--- src/rtl/tpm_fifo_regfile.sv ---
module tpm_fifo_regfile #(
  parameter int          NUM_LOC   = 5,
  parameter int          BUF_AW    = 12,
  parameter logic [7:0]  IDLE_DATA = 8'hFF
) (
  input  logic              clk_i,
  input  logic              rst_ni,
  input  logic [15:0]       addr_i,
  input  logic [7:0]        wdata_i,
  input  logic              wr_req_i,
  output logic              wr_ack_o,
  input  logic              rd_req_i,
  output logic              rd_ack_o,
  output logic [7:0]        rdata_o,
  output logic [3:0]        irq_num_o,
  output logic              irq_o,
  output logic [3:0]        op_type_o,
  output logic [2:0]        locality_o,
  output logic [BUF_AW:0]   buf_len_o,
  output logic              exec_o,
  output logic              abort_o,
  input  logic              complete_i,
  input  logic [BUF_AW:0]   rsp_len_i,
  output logic [BUF_AW-1:0] ram_addr_o,
  output logic [7:0]        ram_wdata_o,
  output logic              ram_wr_o,
  input  logic [7:0]        ram_rdata_i
);
  localparam int CW = BUF_AW + 1;
  localparam logic [CW-1:0] BUF_BYTES = CW'(1) << BUF_AW;
  localparam logic [3:0] OP_NONE = 4'd0;
  localparam logic [3:0] OP_EXEC = 4'd1;

  typedef enum logic [2:0] {S_IDLE, S_READY, S_RX, S_EXEC, S_CPL} cmd_state_t;

  cmd_state_t        state;
  logic [NUM_LOC-1:0] act_q;
  logic [CW-1:0]     wr_cnt, rd_cnt, rsp_len;
  logic [31:0]       cmd_size;
  logic              gie, dav_en, ist, cpl_d;
  logic [3:0]        ivec;

  logic [2:0]  loc;
  logic [11:0] off;
  logic        loc_ok, is_act;
  logic [7:0]  act8;
  logic        hit_acc, hit_ien, hit_ivec, hit_ist, hit_sts, hit_fifo;
  logic        wr_go, rd_go, dav, expect_more, fifo_wr, cpl_edge;
  logic [7:0]  rd_val;

  assign loc      = addr_i[14:12];
  assign off      = addr_i[11:0];
  assign loc_ok   = !addr_i[15] && (32'(loc) < NUM_LOC);
  assign act8     = 8'(act_q);
  assign is_act   = loc_ok && act8[loc];
  assign hit_acc  = loc_ok && off == 12'h000;
  assign hit_ien  = loc_ok && off == 12'h008;
  assign hit_ivec = loc_ok && off == 12'h00C;
  assign hit_ist  = loc_ok && off == 12'h010;
  assign hit_sts  = loc_ok && off == 12'h018;
  assign hit_fifo = loc_ok && off == 12'h024;

  assign wr_go    = wr_req_i && !wr_ack_o;
  assign rd_go    = rd_req_i && !rd_ack_o;
  assign cpl_edge = complete_i && !cpl_d;

  assign dav         = state == S_CPL && rd_cnt < rsp_len;
  assign expect_more = state == S_READY ||
                       (state == S_RX && (wr_cnt < CW'(6) || 32'(wr_cnt) < cmd_size));

  assign fifo_wr = wr_go && hit_fifo && is_act &&
                   (state == S_READY || state == S_RX) && wr_cnt < BUF_BYTES;

  assign ram_wr_o    = fifo_wr;
  assign ram_wdata_o = wdata_i;
  assign ram_addr_o  = (state == S_CPL) ? rd_cnt[BUF_AW-1:0] : wr_cnt[BUF_AW-1:0];

  assign irq_o     = gie && dav_en && ist;
  assign irq_num_o = ivec;

  always_comb begin
    rd_val = IDLE_DATA;
    if (hit_acc)                 rd_val = {2'b10, is_act, 5'b0};
    else if (hit_ien)            rd_val = {gie, 6'b0, dav_en};
    else if (hit_ivec)           rd_val = {4'b0, ivec};
    else if (hit_ist)            rd_val = {7'b0, ist};
    else if (hit_sts && is_act)  rd_val = {1'b1, state == S_READY, 1'b0, dav, expect_more, 3'b0};
    else if (hit_fifo && is_act && dav) rd_val = ram_rdata_i;
  end

  always_ff @(posedge clk_i or negedge rst_ni) begin
    if (!rst_ni) begin
      state      <= S_IDLE;
      act_q      <= '0;
      wr_cnt     <= '0;
      rd_cnt     <= '0;
      rsp_len    <= '0;
      cmd_size   <= '0;
      gie        <= 1'b0;
      dav_en     <= 1'b0;
      ist        <= 1'b0;
      ivec       <= '0;
      cpl_d      <= 1'b0;
      wr_ack_o   <= 1'b0;
      rd_ack_o   <= 1'b0;
      rdata_o    <= '0;
      op_type_o  <= OP_NONE;
      locality_o <= '0;
      buf_len_o  <= '0;
      exec_o     <= 1'b0;
      abort_o    <= 1'b0;
    end else begin
      exec_o   <= 1'b0;
      wr_ack_o <= wr_req_i;
      rd_ack_o <= rd_req_i;
      cpl_d    <= complete_i;

      if (rd_go) begin
        rdata_o <= rd_val;
        if (hit_fifo && is_act && dav) rd_cnt <= rd_cnt + 1'b1;
      end

      if (wr_go) begin
        if (hit_acc) begin
          if (wdata_i[1] && act_q == '0)  act_q <= NUM_LOC'(1) << loc;
          else if (wdata_i[5] && is_act)  act_q <= '0;
        end
        if (is_act && hit_ien) begin
          gie    <= wdata_i[7];
          dav_en <= wdata_i[0];
        end
        if (is_act && hit_ivec) ivec <= wdata_i[3:0];
        if (is_act && hit_ist && wdata_i[0]) ist <= 1'b0;
        if (is_act && hit_sts) begin
          if (wdata_i[6]) begin
            if (state == S_EXEC) abort_o <= 1'b1;
            else begin
              state    <= S_READY;
              wr_cnt   <= '0;
              cmd_size <= '0;
            end
          end else if (wdata_i[5] && state == S_RX) begin
            state      <= S_EXEC;
            exec_o     <= 1'b1;
            op_type_o  <= OP_EXEC;
            locality_o <= loc;
            buf_len_o  <= wr_cnt;
          end
        end
        if (is_act && hit_fifo && (state == S_READY || state == S_RX)) begin
          state <= S_RX;
          if (fifo_wr) begin
            wr_cnt <= wr_cnt + 1'b1;
            if (wr_cnt >= CW'(2) && wr_cnt <= CW'(5)) cmd_size <= {cmd_size[23:0], wdata_i};
          end
        end
      end

      if (state == S_EXEC && cpl_edge) begin
        state     <= S_CPL;
        rsp_len   <= rsp_len_i;
        rd_cnt    <= '0;
        abort_o   <= 1'b0;
        op_type_o <= OP_NONE;
        ist       <= 1'b1;
      end
    end
  end

  p_one_owner_r4: assert property (@(posedge clk_i) disable iff (!rst_ni)
    $onehot0(act_q));

  p_rdata_stable_r2: assert property (@(posedge clk_i) disable iff (!rst_ni)
    rd_ack_o && $past(rd_ack_o) |-> $stable(rdata_o));

  p_exec_single_r8: assert property (@(posedge clk_i) disable iff (!rst_ni)
    exec_o |=> !exec_o);

  p_exec_op_r8: assert property (@(posedge clk_i) disable iff (!rst_ni)
    exec_o |-> op_type_o == OP_EXEC);

  p_abort_in_exec_r9: assert property (@(posedge clk_i) disable iff (!rst_ni)
    abort_o |-> op_type_o == OP_EXEC);

  p_cpl_quiet_r10: assert property (@(posedge clk_i) disable iff (!rst_ni)
    state == S_CPL |-> op_type_o == OP_NONE && !abort_o);

  p_len_cap_r13: assert property (@(posedge clk_i) disable iff (!rst_ni)
    wr_cnt <= BUF_BYTES && buf_len_o <= BUF_BYTES);
endmodule

--- config.mk ---
export PLATFORM = sky130hd
export DESIGN_NAME = tpm_fifo_regfile
export DESIGN_NICKNAME = d
export VERILOG_FILES = /design/src/rtl/tpm_fifo_regfile.sv
export SDC_FILE = /design/constraint.sdc
export NUM_CORES = 1
export LEC_CHECK = 0
export ABC_CLOCK_PERIOD_IN_PS = 5880
export CORE_ASPECT_RATIO = 2
export CORE_UTILIZATION = 58
export CTS_CLUSTER_SIZE = 24
export DETAILED_ROUTE_END_ITERATION = 8
export GPL_TIMING_DRIVEN = 1
export PLACE_DENSITY = 0.86
export SYNTH_ARGS = -nofsm -noshare
export SYNTH_HDL_FRONTEND = slang
export SYNTH_SLANG_ARGS = --single-unit
--- constraint.sdc ---
create_clock -name clk_i -period 5.88 [get_ports clk_i]
set_input_delay 1.176 -clock clk_i [delete_from_list [all_inputs] [get_ports clk_i]]
set_output_delay 1.176 -clock clk_i [all_outputs]
set_load 0.02 [all_outputs]
==> results.py, run 1 <==
metrics = {
    "status": {
        "status": "complete, no violations",
    },
    "sta": {
        "timing_hold_violations_final": 0,
        "setup_viol": 0,
        "slew_viol_final": 0,
        "rsz0062_at_grt": "false",
        "fin_crit_ps": 4690,
        "skew_ps": 7.22,
        "period_share_pct": 79.8,
        "finalSetupTns_ps": 0,
        "fmax_ghz": 0.213,
        "worstMarginPinSlew_ps": 1190,
        "slew_headroom_pct": 20.0,
    },
    "worst_hold_path": {
        "hold_start": "rsp_len[0]",
        "hold_class": "reg2reg",
    },
    "detailed_routing": {
        "vias": 5672,
        "ant_nets": 0,
        "wirelength_um": 18200,
        "drtIter0Drc": 472,
        "drtPass1Iterations": 7,
        "avgRoutedWirePerCell_um": 20.3,
        "drcViolationCount": 0,
        "vias_per_cell": 6.32,
    },
    "power_and_ir_drop": {
        "combPwrFrac_pct": 5.9,
        "p_clk_share_pct": 54.3,
        "p_per_area_nw_per_um2": 258,
        "power_leakage_uw": 0.00361,
        "p_int_uw": 1590,
        "seq_power_share_pct": 39.8,
        "netSwitchingPower_uw": 446,
        "peakVddDrop_mv": 0.227,
        "switching_share_pct": 21.9,
    },
    "grt": {
        "grt_pass1_vias": 5767,
        "grt_pass1_wl_um": 29300,
        "grt_usage_pct": 35.6,
        "grt-ovfl-total": 0,
        "antenna_found_initial": 0,
        "grt_max_degree": 69,
    },
    "worst_setup_path": {
        "criticalPathCategory": "in2out",
        "cp-startpoint": "addr_i[2]",
        "endpoint_kind": "output pin",
        "cp.required_ps": 4700,
        "r2r-start": "state[0]",
        "worst-endpoint-arrival_ps": 3520,
        "crit_fanout": 14,
        "critPathLaunchType": "input pin",
    },
    "floorplan": {
        "ioPinCount": 108,
        "die_x_um": 75.1,
        "die_h_um": 148,
        "start_util_pct": 59.1,
        "coreArea_um2": 10500,
        "rows": 53,
        "die_area_um2": 11100,
    },
    "finish": {
        "nets": 825,
        "n_antenna_cell": 0,
        "nFillCells": 754,
        "multi_input_area_um2": 2960,
        "drive_gt1_share_pct": 9.99,
        "seq_area_um2": 2900,
        "fin_util_pct": 75.4,
        "layout-area-overhead-vs-synth_pct": 27.6,
    },
    "clock_network": {
        "clock_latency_ps": 420,
        "clock_path_buffers": 2,
        "clock-root-buffer": "clkbuf_16",
        "cts_sinks": 116,
        "clk_pin_slew_ps": 60,
        "cts_tree": "built",
        "ctsHoldBuffers": 0,
        "cts_resized": 0,
        "cts_buffers": 17,
        "htree_levels": 4,
        "cts_setup_buffers": 0,
    },
    "synthesis": {
        "seq_area_frac_synth_pct": 46.9,
        "yosys.area_share.xor_xnor_pct": 0.283,
        "syn_area_um2": 6190,
        "ys_types": 62,
        "synth_top_flop_cell": "dfrtp_1",
        "synth_adder_area_share_pct": 5.45,
        "syn-mean-instance-area_um2": 9.47,
        "synthMuxAreaShare_pct": 7.13,
        "ys_ff_latch": 116,
        "yosys_warnings": 0,
        "synth-compound-area-share_pct": 13.3,
        "synthCells": 654,
        "async_flop_share_pct": 100,
        "synth_edf_count": 0,
        "synth_top_family_by_area": "simple AND/OR/NAND/NOR gates",
        "yosys.area_share.simple_pct": 21.4,
    },
    "run": {
        "maxCapViolations": 0,
    },
    "placed_design": {
        "port_buffers": 104,
        "hpwlAfterDp_um": 12500,
        "place_congestion": 0.911,
    },
}
worst paths after layout:
path / to / slack (ps) / cells after the start
hold / removal: rsp_len[0] / 490 / 2
setup reg to reg: rd_cnt[7] / 2200 / 7
min in group asynchronous: wr_cnt[8] / 870 / 1
hold reg to reg: rsp_len[0] / 490 / 2
setup / recovery: ram_wr_o / 1190 / 7
max in group asynchronous: rdata_o[5] / 3840 / 2
critical path, cell delays in order:
cell	delay (ps)
clkdlybuf4s50_1	660
nor4bb_1	360
and4_1	280
nand4_1	110
buf_4	230
inv_1	90
clkdlybuf4s50_1	600
power by group through the flow:
stage | sequential [uW] | clock (uW) | combinational (uW)
finish | 811 | 1110 | 120
global route | 811 | 1140 | 129
CTS | 811 | 1110 | 120
detailed placement | 824 | 0 | 119
global placement | 824 | 0 | 118
floorplan | 833 | 0 | 33.0
cells by family after synthesis:
logic type	count (synthesis)
AOI/OAI and AO/OA	130
xor gates and xnor gates	2
adders and majority gates	27
buffers and inverters	76
DFF	116
muxes	40
other	1
and+or+nand+nor	262
synthesized netlist by cell type, drive strengths merged (2+ instances only):
| master | n | area [um2] |
|---|---|---|
| nand2b | 7 | 43.8 |
| dfrtp | 116 | 2900 |
| nor4 | 11 | 114 |
| nand3b | 3 | 22.5 |
| ha | 27 | 338 |
| mux2 | 33 | 372 |
| a211oi | 7 | 52.6 |
| nor3b | 2 | 26.3 |
| o211ai | 7 | 52.6 |
| nand3 | 53 | 270 |
| o2111ai | 3 | 26.3 |
| a32o | 4 | 40.0 |
| nor2b | 5 | 31.3 |
| or3 | 5 | 31.3 |
| a21oi | 17 | 85.1 |
| and2 | 7 | 43.8 |
| o22ai | 2 | 12.5 |
| clkbuf | 23 | 86.3 |
| a21o | 3 | 22.5 |
| nand2 | 95 | 359 |
| nand4 | 7 | 43.8 |
| or4 | 5 | 37.5 |
| nor3 | 5 | 25.0 |
| nor4b | 2 | 17.5 |
| mux2i | 7 | 70.1 |
| o221ai | 2 | 17.5 |
| a31oi | 2 | 12.5 |
| and4 | 3 | 26.3 |
| o21ai | 61 | 305 |
| nor2 | 41 | 154 |
| and3 | 7 | 43.8 |
| a41oi | 2 | 17.5 |
| buf | 16 | 115 |
| o31ai | 10 | 75.1 |
| inv | 37 | 139 |
per-layer routing:
metal	track usage (%)	wire length, um
met1	37.3	6310
met2	61.2	9940
met3	10.9	1120
met4	19.6	869
met5	0	0
cell usage in the layout, fill, tap and decap left out, types with 3 or more instances in the layout:
cell / count
a21o_1: 3
clkinvlp_4: 3
nand4_1: 7
and3_1: 7
conb_1: 3
a211oi_1: 7
ha_1: 27
nor2b_1: 5
buf_4: 9
clkbuf_16: 17
or4_1: 5
nor2_1: 41
nand3b_1: 3
mux2_2: 25
nand2b_1: 7
o2111ai_1: 3
mux2_1: 8
and2_1: 6
or3_1: 5
bufinv_16: 4
nor3_1: 5
clkinv_2: 4
inv_1: 37
dfrtp_1: 116
o31ai_1: 10
nand2_1: 94
o21ai_0: 60
and4_1: 3
a32o_1: 4
clkdlybuf4s50_1: 103
nor4_1: 8
nand3_1: 52
a21oi_1: 17
nor4_4: 3
o211ai_1: 7
mux2i_1: 7
state kept, by name, summed over array words and instances, names as in the netlist, 3 cells and up:
name,cells
act_q,5
buf_len_o,13
cmd_size,32
irq_num_o,4
locality_o,3
rd_cnt,13
rdata_o,8
rsp_len,13
state,3
wr_cnt,13
per-stage QoR:
step / worst slack, ps / total power [uW] / instances / hold slack (ps) / instance area [um2]
2_1_floorplan: 2310 / 866 / 656 / 438 / 6200
3_3_place_gp: 1270 / 942 / 866 / 453 / 7270
3_5_place_dp: 1260 / 944 / 866 / 474 / 7270
4_1_cts: 1220 / 2040 / 898 / 489 / 7900
5_1_grt: 1000 / 2080 / 898 / 519 / 7900
6_report: 1190 / 2040 / 898 / 486 / 7900
cell type report:
type	instances	area share, %
Inverter	37	1.76
Tap cell	137	2.17
Multi-Input combinational cell	464	37.4
Timing Repair Buffer	112	13.9
Clock inverter	13	2.28
Sequential cell	116	36.7
Clock buffer	19	5.73
(Power assumes the default switching activity.)
==> run 2, diff against run 1 <==
Settings changed: ABC_CLOCK_PERIOD_IN_PS 5880 to 4500, CORE_UTILIZATION 58 to 53, PLACE_DENSITY 0.86 to 0.79.
Clock period 5.88 ns to 4.5 ns, I/O delays scaled along.
==> run 2 against run 1 <==
Net effect: non-clock buffer count rose by 2; worst hold slack got worse by 13 ps; final cell count rose by 0.78%; register-to-register slack got worse by 950 ps.
==> results.py, run 2 (synthesized netlist as in run 1, its figures left out) <==
metrics = {
    "status": {
        "status": "complete, no violations",
    },
    "floorplan": {
        "coreArea_um2": 11400,
        "die_h_um": 155,
        "die_x_um": 78.4,
        "start_util_pct": 54.5,
        "rows": 55,
        "die_area_um2": 12100,
        "ioPinCount": 108,
    },
    "run": {
        "maxCapViolations": 0,
    },
    "sta": {
        "timing_hold_violations_final": 0,
        "finalSetupTns_ps": 0,
        "worstMarginPinSlew_ps": 1160,
        "rsz0062_at_grt": "false",
        "period_share_pct": 90.3,
        "skew_ps": 9.31,
        "slew_headroom_pct": 22.4,
        "fin_crit_ps": 4060,
        "setup_viol": 0,
        "slew_viol_final": 0,
        "fmax_ghz": 0.246,
    },
    "finish": {
        "n_antenna_cell": 0,
        "drive_gt1_share_pct": 10.2,
        "nets": 827,
        "largest_register_ff_count": 32,
        "final_cell_mix": "dfrtp_1 (116), clkdlybuf4s50_1 (103), nand2_1 (94)",
        "nFillCells": 868,
        "layout-area-overhead-vs-synth_pct": 27.5,
        "final_common_cell": "dfrtp_1",
        "regMostFlops": "cmd_size",
    },
    "detailed_routing": {
        "avgRoutedWirePerCell_um": 18.8,
        "drcViolationCount": 0,
        "vias_per_cell": 6.04,
        "drtPass1Iterations": 5,
        "drtIter0Drc": 385,
        "vias": 5468,
        "ant_nets": 0,
        "wirelength_um": 17000,
    },
    "worst_setup_path": {
        "cp_common_cell": "clkdlybuf4s50_1",
        "slowest_delay_ps": 630,
        "critPathLaunchType": "input pin",
        "endpoint_kind": "output pin",
        "cp.required_ps": 3600,
        "criticalPathCategory": "in2out",
        "worst-endpoint-arrival_ps": 3160,
        "crit_fanout": 8,
        "cpMaxStageDelayCell": "clkdlybuf4s50_1",
        "crit_chain": "clkdlybuf4s50_1, nor4bb_1, and4_1, nand4_1, inv_1, clkdlybuf4s50_1",
    },
    "clock_network": {
        "htree_levels": 4,
        "cts_sinks": 116,
        "clock_latency_ps": 420,
        "cts_resized": 0,
        "clock-root-buffer": "clkbuf_16",
        "cts_buffers": 17,
        "ctsHoldBuffers": 0,
        "cts_tree": "built",
        "cts_setup_buffers": 0,
        "clk_pin_slew_ps": 50,
        "clock_path_buffers": 2,
    },
    "placed_design": {
        "place_congestion": 0.887,
        "port_buffers": 104,
        "hpwlAfterDp_um": 12200,
    },
    "grt": {
        "grt-ovfl-total": 0,
        "grt_max_degree": 60,
        "grt_pass1_wl_um": 27200,
        "antenna_found_initial": 0,
        "grt_usage_pct": 29.5,
        "grt_pass1_vias": 5655,
    },
    "worst_hold_path": {
        "hold_class": "reg2reg",
    },
    "power_and_ir_drop": {
        "peakVddDrop_mv": 0.304,
        "total_power_uw": 2570,
        "power_leakage_uw": 0.00361,
        "p_per_area_nw_per_um2": 326,
    },
}
## run 2: path summary, 6_finish.rpt
path                                 start    endpoint  slack [ps]  cells past startpoint
worst max-delay path             addr_i[4]    ram_wr_o         440                      6
worst min-delay path            rsp_len[0]  rsp_len[0]         470                      2
worst max register to register    state[0]   rd_cnt[7]        1250                      7
worst min register to register  rsp_len[0]  rsp_len[0]         470                      2
max in group asynchronous           rst_ni  rdata_o[6]        3040                      2
min in group asynchronous           rst_ni      exec_o         540                      1
## run 2: critical path, delay by kind of cell
kind	cells	cell delay, ps
buffers and inverters	3	1340
and+or+nand+nor	3	920
## run 2: power by group
| part | leakage, uW | internal [uW] | switching, uW |
|---|---|---|---|
| Clock | 0.000291 | 851 | 504 |
| Combinational | 0.00179 | 72.9 | 85.4 |
| Sequential | 0.00152 | 1050 | 5.44 |
| Total | 0.00361 | 1980 | 595 |
## run 2: through the flow
| step | hold WS (ps) | utilization [%] | std cells | area (um2) | worst slack, ps |
|---|---|---|---|---|---|
| after floorplan | 438 | - | 656 | 6200 | 1480 |
| after global placement | 454 | 64.2 | 873 | 7290 | 471 |
| after detailed placement | 464 | 64.2 | 873 | 7290 | 436 |
| after CTS | 479 | 69.5 | 905 | 7890 | 433 |
| after global routing | 507 | 69.5 | 905 | 7890 | 386 |
| final | 473 | 69.5 | 905 | 7890 | 438 |
## run 2: layout make-up
| class | instances | area, um2 | area share, % |
|---|---|---|---|
| multi-input cells | 464 | 2960 | 37.5 |
| clock inverters | 13 | 150 | 1.90 |
| flip-flops and latches | 116 | 2900 | 36.8 |
| repair buffers | 114 | 1110 | 14.1 |
| well taps | 142 | 178 | 2.25 |
| clock buffers | 19 | 453 | 5.74 |
| inverters | 37 | 139 | 1.76 |
## run 2: metal layers
metal	wire [um]	global-route usage [%]	part of all wire (%)	vias up
met4	1030	21.0	6.0	0
met2	9190	52.2	54	218
met5	0	0	0	-
met1	6020	30.2	35	2662
met3	810	6.28	4.8	79
li1	-	-	-	2509
